File: src/rtl/frame_sync_pkg.sv
package frame_sync_pkg;

  // Output shape selected by the mode bit.
  typedef enum logic {
    SHAPE_SQUARE = 1'b0,
    SHAPE_PULSE  = 1'b1
  } shape_e;

  // Number of frames in one multiframe, and the width of the frame-in-multiframe counter.
  localparam int unsigned FRAMES_PER_MF = 4;
  localparam int unsigned MF_CNT_W      = 2;

  // Largest frame-length factor over all rate codes.
  localparam int unsigned MAX_FACTOR    = 60;

  // Frame length factor for a rate code; codes 6 and 7 fall back to code 0.
  function automatic int unsigned rate_factor(input logic [2:0] code);
    case (code)
      3'd1:    return 15;
      3'd2:    return 20;
      3'd3:    return 30;
      3'd4:    return 40;
      3'd5:    return 60;
      default: return 10;
    endcase
  endfunction

  // Pulse length actually used: a zero field is taken as one clock.
  function automatic logic [3:0] eff_width(input logic [3:0] field);
    return (field == 4'd0) ? 4'd1 : field;
  endfunction

endpackage

File: src/rtl/fsg_rate_decode.sv
module fsg_rate_decode #(
  parameter int unsigned UNIT  = 162,
  parameter int unsigned CNT_W = 14
) (
  input  logic [2:0]       rate_sel_i,
  output logic [CNT_W-1:0] period_o,
  output logic [CNT_W-1:0] last_o,
  output logic [CNT_W-1:0] half_o
);
  import frame_sync_pkg::*;

  logic [31:0] period_full;

  always_comb begin
    period_full = UNIT * rate_factor(rate_sel_i);
    period_o    = period_full[CNT_W-1:0];
    last_o      = period_o - CNT_W'(1);
    half_o      = period_o >> 1;
  end

endmodule

File: src/rtl/fsg_counter.sv
module fsg_counter #(
  parameter int unsigned CNT_W = 14,
  parameter int unsigned MF_W  = 2
) (
  input  logic             clk,
  input  logic             rst,
  input  logic [CNT_W-1:0] last_i,
  output logic [CNT_W-1:0] fcnt_q,
  output logic [CNT_W-1:0] fcnt_n,
  output logic [MF_W-1:0]  mcnt_q,
  output logic [MF_W-1:0]  mcnt_n,
  output logic             armf_q,
  output logic             armf_n,
  output logic             armm_n,
  output logic             frame_wrap
);
  logic armm_q;
  logic mf_wrap;

  always_comb begin
    // A count at or beyond the last position wraps; this also covers a switch to a shorter frame.
    frame_wrap = (fcnt_q >= last_i);
    mf_wrap    = frame_wrap && (mcnt_q == {MF_W{1'b1}});
    fcnt_n     = frame_wrap ? '0 : fcnt_q + CNT_W'(1);
    mcnt_n     = frame_wrap ? mcnt_q + MF_W'(1) : mcnt_q;
    armf_n     = armf_q | frame_wrap;
    armm_n     = armm_q | mf_wrap;
  end

  always_ff @(posedge clk) begin
    if (rst) begin
      fcnt_q <= '0;
      mcnt_q <= '0;
      armf_q <= 1'b0;
      armm_q <= 1'b0;
    end else begin
      fcnt_q <= fcnt_n;
      mcnt_q <= mcnt_n;
      armf_q <= armf_n;
      armm_q <= armm_n;
    end
  end

endmodule

File: src/rtl/fsg_shaper.sv
module fsg_shaper #(
  parameter int unsigned POS_W = 16
) (
  input  logic [POS_W-1:0] pos_i,
  input  logic [POS_W-1:0] half_i,
  input  logic [3:0]       width_i,
  input  logic             pulse_mode_i,
  input  logic             armed_i,
  output logic             level_o
);
  import frame_sync_pkg::*;

  shape_e shape;

  always_comb begin
    shape = shape_e'(pulse_mode_i);
    if (!armed_i) begin
      level_o = 1'b0;
    end else if (shape == SHAPE_PULSE) begin
      level_o = (pos_i < POS_W'(width_i));
    end else begin
      level_o = (pos_i < half_i);
    end
  end

endmodule

File: src/rtl/frame_sync_gen.sv
module frame_sync_gen #(
  parameter int unsigned UNIT = 162
) (
  input  logic       clk,
  input  logic       rst,
  input  logic [2:0] rate_sel_i,
  input  logic       pulse_mode_i,
  input  logic [3:0] pulse_width_i,
  output logic       frame_sync_o,
  output logic       mframe_sync_o,
  output logic       frame_tick_o
);
  import frame_sync_pkg::*;

  localparam int unsigned MAX_DIV = UNIT * MAX_FACTOR;
  localparam int unsigned CNT_W   = $clog2(MAX_DIV + 1);
  localparam int unsigned MF_W    = MF_CNT_W;
  localparam int unsigned POS_W   = CNT_W + MF_W;
  localparam int unsigned NCH     = 2;   // channel 0 = frame sync, channel 1 = multiframe sync

  logic [CNT_W-1:0] period;
  logic [CNT_W-1:0] last_cnt;
  logic [CNT_W-1:0] half_cnt;
  logic [CNT_W-1:0] fcnt_q;
  logic [CNT_W-1:0] fcnt_n;
  logic [MF_W-1:0]  mcnt_q;
  logic [MF_W-1:0]  mcnt_n;
  logic             armf_q;
  logic             armf_n;
  logic             armm_n;
  logic             frame_wrap;
  logic [3:0]       width_eff;
  logic [POS_W-1:0] mf_offset;
  logic             tick_n;

  logic [POS_W-1:0] ch_pos   [NCH];
  logic [POS_W-1:0] ch_half  [NCH];
  logic             ch_armed [NCH];
  logic             ch_level [NCH];

  fsg_rate_decode #(.UNIT(UNIT), .CNT_W(CNT_W)) u_rate (
    .rate_sel_i (rate_sel_i),
    .period_o   (period),
    .last_o     (last_cnt),
    .half_o     (half_cnt)
  );

  fsg_counter #(.CNT_W(CNT_W), .MF_W(MF_W)) u_cnt (
    .clk        (clk),
    .rst        (rst),
    .last_i     (last_cnt),
    .fcnt_q     (fcnt_q),
    .fcnt_n     (fcnt_n),
    .mcnt_q     (mcnt_q),
    .mcnt_n     (mcnt_n),
    .armf_q     (armf_q),
    .armf_n     (armf_n),
    .armm_n     (armm_n),
    .frame_wrap (frame_wrap)
  );

  always_comb begin
    width_eff = eff_width(pulse_width_i);
    // Offset of the next frame inside the multiframe: mcnt_n * N, built from shifts.
    mf_offset = (mcnt_n[1] ? (POS_W'(period) << 1) : '0) +
                (mcnt_n[0] ?  POS_W'(period)       : '0);
    tick_n    = (fcnt_n == last_cnt);

    ch_pos[0]   = POS_W'(fcnt_n);
    ch_half[0]  = POS_W'(half_cnt);
    ch_armed[0] = armf_n;
    ch_pos[1]   = mf_offset + POS_W'(fcnt_n);
    ch_half[1]  = POS_W'(period) << 1;
    ch_armed[1] = armm_n;
  end

  for (genvar ch = 0; ch < NCH; ch++) begin : g_shape
    fsg_shaper #(.POS_W(POS_W)) u_shape (
      .pos_i        (ch_pos[ch]),
      .half_i       (ch_half[ch]),
      .width_i      (width_eff),
      .pulse_mode_i (pulse_mode_i),
      .armed_i      (ch_armed[ch]),
      .level_o      (ch_level[ch])
    );
  end

  // Outputs are registered from next-state values, so each one matches the counter state it is shown with.
  always_ff @(posedge clk) begin
    if (rst) begin
      frame_sync_o  <= 1'b0;
      mframe_sync_o <= 1'b0;
      frame_tick_o  <= 1'b0;
    end else begin
      frame_sync_o  <= ch_level[0];
      mframe_sync_o <= ch_level[1];
      frame_tick_o  <= tick_n;
    end
  end

endmodule

File: config.mk
export PLATFORM = sky130hd
export DESIGN_NAME = frame_sync_gen
export DESIGN_NICKNAME = d
export VERILOG_FILES = /design/src/rtl/frame_sync_pkg.sv /design/src/rtl/fsg_rate_decode.sv /design/src/rtl/fsg_counter.sv /design/src/rtl/fsg_shaper.sv /design/src/rtl/frame_sync_gen.sv
export SDC_FILE = /design/constraint.sdc
export NUM_CORES = 1
export LEC_CHECK = 0
export CORE_MARGIN = 8
export CORE_UTILIZATION = 40
export DETAILED_ROUTE_END_ITERATION = 10
export GPL_ROUTABILITY_DRIVEN = 0
export PLACE_DENSITY_LB_ADDON = 0.1
export SLEW_MARGIN = 25
export SYNTH_ARGS = -nofsm -noshare
export SYNTH_HDL_FRONTEND = slang
export SYNTH_SLANG_ARGS = --single-unit
File: constraint.sdc
create_clock -name clk -period 9.45 [get_ports clk]
set_input_delay 1.4175 -clock clk [delete_from_list [all_inputs] [get_ports clk]]
set_output_delay 1.4175 -clock clk [all_outputs]
set_load 0.01 [all_outputs]
### Word-level counts from Yosys, hierarchy flattened

Cells that the tools add are included.

* $add $sub $neg: 5
* $mul: 1
* divide/modulo/power cells: 0
* order comparisons: 5
* eq/ne operators: 7
* shifts and indexed selects: 0
* muxes and demuxes: 8
* bitwise logic cells: 4
* reductions and logical operators: 4

Operators by type and width (count)
* case mux 6 bit (5 select lines): 1
* two-way mux 14 bit: 2
* adder 15 x 14 -> 16 bit: 1
* adder 16 x 14 -> 16 bit: 1
* less-than comparator 16 x 15 -> 1 bit: 1
* less-than comparator 16 x 4 -> 1 bit: 1
* two-way mux 15 bit: 1
* adder 14 x 1 -> 14 bit (second input constant): 1
* == test 14 bit: 1
* greater-or-equal comparator 14 bit: 1
* less-than comparator 14 x 13 -> 1 bit: 1
* less-than comparator 14 x 4 -> 1 bit: 1
* subtractor 14 x 1 -> 14 bit (second input constant): 1
* multiplier 7 x 6 -> 13 bit (first input constant): 1
* == test 3 x 2 -> 1 bit (second input constant): 2
* == test 3 bit (second input constant): 2
* zero test 4 bit: 1
* two-way mux 4 bit: 1
* OR reduction 2 bit: 2
* == test 3 x 1 -> 1 bit (second input constant): 1
* adder 2 x 1 -> 2 bit (second input constant): 1
* == test 2 bit (second input constant): 1
* two-way mux 1 bit: 2
* two-way mux 2 bit: 1
* 3 further kinds: 5

* bits in registers: 21
* latch bits: 0
* memory bits (writable): 0
* bits in read-only memories: 0
* bits of input ports: 10
* output and inout port bits: 3
* word-level logic and storage cells: 41
* memories kept: 0

### Depth between registers and ports, before layout

Gate-level depths: netlist of the first run.

* word-level depth: 11
* gate-level depth with buffers: 40
* depth with buffers taken out: 36

### Hierarchy

A second synthesis of the first run with hierarchy kept.

* cell total of the unflattened synthesis: 537
* area, all modules: 4202.8 um2

Modules (own cells, without submodules)
* frame_sync_gen: times used 1, cells an instance 166, area each 1378.8 um2, sequential area each 60.1 um2
* fsg_counter: times used 1, cells an instance 147, area each 1212.4 um2, sequential area each 360.3 um2
* fsg_shaper: times used 2, cells an instance 72, area each 495.5 um2, sequential area each 0.0 um2
* fsg_rate_decode: times used 1, cells an instance 80, area each 620.6 um2, sequential area each 0.0 um2

### Least setup slack after synthesis of the first run

Ideal clock, no wire load.

* path type: input to register
* from: input port rate_sel_i[1]
* to: register mframe_sync_o
* library setup time: 0.116 ns
* arrival: 9.427 ns
* data required time: 9.334 ns
* path slack: -0.093 ns
* cell stages on the path: 38
* buffers on the path: 4
* cell sequence: buf_2 inv_1 ha_1 clkbuf_1 nand2b_1 ha_1 ha_1 ha_1 fa_1 xor2_1 inv_1 o2111a_1 nor3b_1 xnor2_1 ha_1 a21o_1 a21oi_1 o211ai_2 [2 not listed] buf_2 nor2_1 inv_1 fa_1 inv_1 ha_1 fa_1 a211oi_1 o21ai_0 a311oi_1 xor2_1 inv_1 ha_1 nand2_1 a221oi_1 o221ai_1 a22o_1 o211a_1

RTL lines
* from (decl): RTL line frame_sync_gen.sv:6 `input logic [2:0] rate_sel_i,`
* to (signal assigned): RTL line frame_sync_gen.sv:96 `mframe_sync_o <= ch_level[1];`
* to (decl): RTL line frame_sync_gen.sv:10 `output logic mframe_sync_o,`

==> results of run 1 <==
flip-flops by register name (all words and copies together), names as in the netlist:
| register | flops |
|---|---|
| mframe_sync_o | 1 |
| u_cnt.mcnt_q | 2 |
| u_cnt.armf_q | 1 |
| frame_tick_o | 1 |
| u_cnt.fcnt_q | 14 |
| frame_sync_o | 1 |
| u_cnt.armm_q | 1 |
per-stage QoR:
stage                     hold slack [ns]  total power [uW]  setup TNS, ns
after global placement              0.442               285              0
after detailed placement            0.459               286         -0.226
after global routing                0.510               383              0
after floorplan                     0.424               204              0
after CTS                           0.479               350              0
final                               0.486               362              0
layout make-up:
cell class / count / area share
inverters: 64 / 0.0479
well taps: 136 / 0.0339
repair buffers: 85 / 0.134
multi-input cells: 431 / 0.691
clock buffers: 4 / 0.00898
flip-flops and latches: 21 / 0.0838
routing by layer:
metal	share of wire	track usage	vias to the layer above
met5	0	0	-
met4	0.024	0.0648	0
met3	0.035	0.0113	18
met2	0.45	0.296	95
met1	0.49	0.259	1841
li1	-	-	2032
cells in the mapped netlist, drive strengths merged, types with 4 or more instances:
| master | instances |
|---|---|
| xnor2 | 28 |
| or2 | 6 |
| o211ai | 9 |
| a21o | 9 |
| a211oi | 8 |
| nor3 | 18 |
| nor4 | 9 |
| nand4 | 8 |
| nand3 | 15 |
| a211o | 5 |
| xor2 | 15 |
| mux2i | 4 |
| a2111oi | 4 |
| o31ai | 4 |
| and3 | 5 |
| nor2 | 49 |
| ha | 71 |
| a31oi | 4 |
| inv | 64 |
| and2 | 6 |
| clkbuf | 6 |
| a21oi | 23 |
| nor3b | 4 |
| o21ai | 12 |
| buf | 11 |
| nand2 | 54 |
| fa | 14 |
| dfxtp | 21 |
| o21a | 4 |
cell families after synthesis:
kind of cell             share of synthesized area
buffers and inverters                       0.0802
AND/OR/NAND/NOR                              0.238
multiplexers                               0.00976
flip-flops                                   0.102
XOR/XNOR                                    0.0973
AO/OA/AOI/OAI                                0.185
adder cells (fa/ha/maj)                      0.287
power breakdown:
part | switching (uW) | internal, uW | total (uW)
Combinational | 110 | 95.0 | 205
Clock | 34.3 | 30.2 | 64.5
Sequential | 2.24 | 89.6 | 91.8
Total | 147 | 215 | 362
path summary, 6_finish.rpt:
kind              endpoint  slack [ns]  cells after the start            start
max          mframe_sync_o        0.47                     37    rate_sel_i[0]
min           u_cnt.armm_q        0.49                      2     u_cnt.armm_q
max reg2reg  mframe_sync_o        3.96                     24  u_cnt.fcnt_q[8]
min reg2reg   u_cnt.armm_q        0.49                      2     u_cnt.armm_q
what timing repair did:
item / 4_1_cts / 5_1_grt
setup endpoints to repair: 0 / 1
resized for setup: 0 / 21
setup buffers: 0 / 3
critical path, delay by kind of cell:
kind                     cells  cell delay [ns]
adder cells (fa/ha/maj)      7             2.36
AO/OA/AOI/OAI               11             2.29
AND/OR/NAND/NOR              7             1.28
buffers and inverters        9             1.27
XOR/XNOR                     3             0.50
==> flow_metrics.env, run 1 <==
export IMPL_antenna_found_initial=0
export IMPL_final_cell_mix="73 x buf_4, 69 x ha_1, 63 x inv_1"
export IMPL_powerDensity_nw_per_um2=72.1
export IMPL_first_iter_violations=269
export IMPL_syn_nets=628
export IMPL_die_h_um=117
export IMPL_cts_root_buf="clkbuf_8"
export IMPL_dieArea_sq_um=13800
export IMPL_insertion_delay_ns=0.27
export IMPL_synth_top_cell_by_area="ha_1"
export IMPL_p_leak_uw=0.00256
export IMPL_maxSlewHeadroom=0.380
export IMPL_ys_ff_latch=21
export IMPL_final_core_util=0.495
export IMPL_num_rows=37
export IMPL_ys_seq_area_frac=0.102
export IMPL_numCtsBuffers=3
export IMPL_hold_class="reg -> reg"
export IMPL_crit_fanout=6
export IMPL_end_kind="register"
export IMPL_worst_ep_required_time_ns=9.62
export IMPL_syn_area_sq_um=4100
export IMPL_max_freq_mhz=111
export IMPL_fin_area_sq_um=5020
export IMPL_synth_area_leaders="ha_1 22%, dfxtp_1 10%, fa_1 6.8%"
export IMPL_cpPeakStageDelay_ns=0.54
export IMPL_layout_area_seq_sq_um=420
export IMPL_synth_cell_types=71
export IMPL_min_period_over_period=0.951
export IMPL_drc_errors=0
export IMPL_wl_per_cell_um=16.7
export IMPL_synth_edff_count=0
export IMPL_totalWireLength_um=12400
export IMPL_hold_violations=0
export IMPL_yosys_warnings=0
export IMPL_cts_tree="yes"
export IMPL_rsz0062_at_grt="no"
export IMPL_syn_inst=533
export IMPL_clk_pin_slew_ns=0.09
export IMPL_syn2layout_area_growth_pct=22.3
export IMPL_initial_core_util=0.405
export IMPL_grt_pass1_wl_um=19900
export IMPL_multi_input_area_sq_um=3470
export IMPL_min_period_ns=8.98
export IMPL_io_buffer_count=12
export IMPL_drv_cap=0
export IMPL_maxSlewViolCount=0
export IMPL_final_common_cell="buf_4"
export IMPL_syn_avg_cell_area_sq_um=7.70
export IMPL_ios=13
export IMPL_cts_max_level=1
export IMPL_dp_cells=734
export IMPL_critPathKind="in -> reg"
export IMPL_ir_drop_mv=0.0416
export IMPL_fin_nets=701
export IMPL_die_width_um=117
export IMPL_status="completed"
export IMPL_fillers=986
export IMPL_ys_async_sr_fraction=0
export IMPL_drive_gt1_frac=0.180
export IMPL_cp_start_kind="primary input"
export IMPL_arrival_ns=9.15
export IMPL_grt_max_degree=21
export IMPL_cts_hold_buf=0
export IMPL_overflow=0
export IMPL_clk_path_buf_depth=2
export IMPL_ys_flop_type="dfxtp_1"
export IMPL_instances_no_fill=741
export IMPL_grt_use_total=0.186
export IMPL_hpwl_um=10500
export IMPL_viasPerCell=5.38
export IMPL_post_dp_cell_area_sq_um=4850
export IMPL_core_sq_um=10100
export IMPL_slowest_stage="fa_1"
export IMPL_fin_worst_skew_ns=0.00270
export IMPL_cts_sinks=21
export IMPL_n_antenna_cell=0
export IMPL_pre_cts_slack_ns=-0.226
export IMPL_tightest_slew_ns=0.927
export IMPL_via_count=3986
export IMPL_worst_slack_ns=0.466
export IMPL_yosysTopAreaCellShare=0.217
export IMPL_first_pass_iters=5
export IMPL_finalSetupViolCount=0
export IMPL_postRouteAntennaNets=0
export IMPL_grt_pass1_vias=3811
Power figures use the tool's default switching activity.
==> inputs of run 2 (changes only) <==
==> constraint.sdc (replaced) <==
create_clock -name clk -period 7.92 [get_ports clk]
set_input_delay 1.188 -clock clk [delete_from_list [all_inputs] [get_ports clk]]
set_output_delay 1.188 -clock clk [all_outputs]
set_load 0.01 [all_outputs]
==> flow_metrics.env, run 2 (synthesized netlist as in run 1, its figures left out) <==
export IMPL_antenna_found_initial=0
export IMPL_end_kind="register"
export IMPL_slowest_stage="fa_1"
export IMPL_drc_errors=0
export IMPL_fin_worst_skew_ns=0.00166
export IMPL_worstRegToRegCells=24
export IMPL_cp_start_kind="primary input"
export IMPL_ios=13
export IMPL_power_switching_uw=193
export IMPL_core_sq_um=10100
export IMPL_finalSetupViolCount=0
export IMPL_cts_max_level=1
export IMPL_grt_pass1_vias=4347
export IMPL_die_width_um=117
export IMPL_wl_per_cell_um=17.1
export IMPL_largest_reg_flops=14
export IMPL_fin_nets=767
export IMPL_clk_pin_slew_ns=0.09
export IMPL_syn2layout_area_growth_pct=44.3
export IMPL_tightest_slew_ns=0.847
export IMPL_top_register="u_cnt.fcnt_q"
export IMPL_hpwl_um=11300
export IMPL_grt_use_total=0.209
export IMPL_startpoint="rate_sel_i[2]"
export IMPL_fillers=936
export IMPL_crit_reg2reg_capture="mframe_sync_o"
export IMPL_die_h_um=117
export IMPL_grt_pass1_wl_um=22100
export IMPL_critPathKind="in -> reg"
export IMPL_final_common_cell="buf_4"
export IMPL_layout_area_seq_sq_um=420
export IMPL_combPwrFrac=0.612
export IMPL_overflow=0
export IMPL_cts_root_buf="clkbuf_8"
export IMPL_cpPeakStageDelay_ns=0.52
export IMPL_hold_class="reg -> reg"
export IMPL_viasPerCell=5.34
export IMPL_crit_fanout=6
export IMPL_min_period_ns=7.89
export IMPL_pre_cts_slack_ns=-0.933
export IMPL_numCtsBuffers=3
export IMPL_drv_cap=0
export IMPL_min_period_over_period=0.996
export IMPL_cp_endpoint="mframe_sync_o"
export IMPL_sequentialPowerShare=0.229
export IMPL_max_freq_mhz=127
export IMPL_dp_cells=779
export IMPL_insertion_delay_ns=0.27
export IMPL_pwr_share_clk=0.159
export IMPL_fin_area_sq_um=5920
export IMPL_first_iter_violations=230
export IMPL_drive_gt1_frac=0.338
export IMPL_maxSlewHeadroom=0.433
export IMPL_maxSlewViolCount=0
export IMPL_grt_max_degree=21
export IMPL_powerDensity_nw_per_um2=80.9
export IMPL_p_leak_uw=0.00293
export IMPL_rsz0062_at_grt="yes"
export IMPL_clk_path_buf_depth=2
export IMPL_postRouteAntennaNets=0
export IMPL_final_cell_mix="132 x buf_4, 57 x ha_1, 56 x inv_1"
export IMPL_r2r_start="u_cnt.fcnt_q[8]"
export IMPL_initial_core_util=0.405
export IMPL_cts_sinks=21
export IMPL_hold_violations=0
export IMPL_io_buffer_count=12
export IMPL_cts_tree="yes"
export IMPL_largestRegisters="u_cnt.fcnt_q (14), u_cnt.mcnt_q (2)"
export IMPL_worst_slack_ns=0.0300
export IMPL_swShare=0.402
export IMPL_dieArea_sq_um=13800
export IMPL_r2r_setup_slack_ns=2.75
export IMPL_cts_hold_buf=0
export IMPL_finalPower_uw=479
export IMPL_status="completed"
export IMPL_n_antenna_cell=0
export IMPL_instances_no_fill=807
export IMPL_arrival_ns=8.06
export IMPL_num_rows=37
export IMPL_ir_drop_mv=0.0525
export IMPL_multi_input_area_sq_um=3810
export IMPL_totalWireLength_um=13800
export IMPL_post_dp_cell_area_sq_um=5370
export IMPL_worst_ep_required_time_ns=8.09
export IMPL_via_count=4307
export IMPL_first_pass_iters=4
export IMPL_power_internal_uw=287
[run 2: cell count changes in the layout (fill, tap and decap cells not counted), moves of 4 or more]
cell     change
buf_4       +59
buf_6        +5
ha_1        -12
ha_4        +10
inv_1        -7
inv_2        +4
nand2_1      -6
nand2_2      +5
nor2_1       -5
nor2_4       +5
[run 2: timing repair]
action	4_1_cts	5_1_grt
setup buffers	17	6
gates cloned	1	0
endpoints found under the hold margin	0	0
gates resized for setup	49	29
endpoints found under the setup margin	1	1
pin swaps	28	37
[run 2: layout make-up]
cell class                      count  share of cell area
Clock buffer                        4             0.00761
Inverter                           64              0.0423
Multi-Input combinational cell    431               0.643
Sequential cell                    21              0.0710
Tap cell                          136              0.0287
Timing Repair Buffer              151               0.208
[run 2: how the worst min path moves through the flow]
stage / from / cells after the start / slack, ns / to
after floorplan: u_cnt.armm_q / 2 / 0.42 / u_cnt.armm_q
after global placement: u_cnt.armm_q / 2 / 0.45 / u_cnt.armm_q
after detailed placement: u_cnt.armm_q / 2 / 0.46 / u_cnt.armm_q
after CTS: u_cnt.armm_q / 2 / 0.48 / u_cnt.armm_q
after global routing: u_cnt.armm_q / 2 / 0.50 / u_cnt.armm_q
final: u_cnt.armm_q / 2 / 0.48 / u_cnt.armm_q
[run 2: through the flow]
step	utilization	hold slack (ns)	TNS [ns]
after floorplan	-	0.424	-0.184
after global placement	0.530	0.449	-0.837
after detailed placement	0.530	0.462	-0.933
after CTS	0.565	0.484	0
after global routing	0.584	0.497	-0.220
final	0.584	0.482	0
[run 2: power by group through the flow]
stage	Sequential, uW	Clock (uW)	Combinational (uW)
6_report	110	76.3	293
3_3_place_gp	112	0	254
4_1_cts	110	76.2	278
5_1_grt	110	80.3	319
3_5_place_dp	112	0	257
2_1_floorplan	111	0	156
[run 2: routing by layer]
layer / vias to the layer above / routed length [um] / track usage
li1: 2157 / - / -
met1: 2034 / 6370 / 0.280
met2: 91 / 6620 / 0.348
met3: 25 / 413 / 0.0108
met4: 0 / 395 / 0.0717
met5: - / 0 / 0
[run 2: worst max-delay path: cells and delay by family]
kind,cells,cell delay [ns]
and+or+nand+nor,11,1.42
adders and majority gates,6,1.88
AOI/OAI and AO/OA,11,2.30
buffers and inverters,6,0.70
xor gates and xnor gates,3,0.54
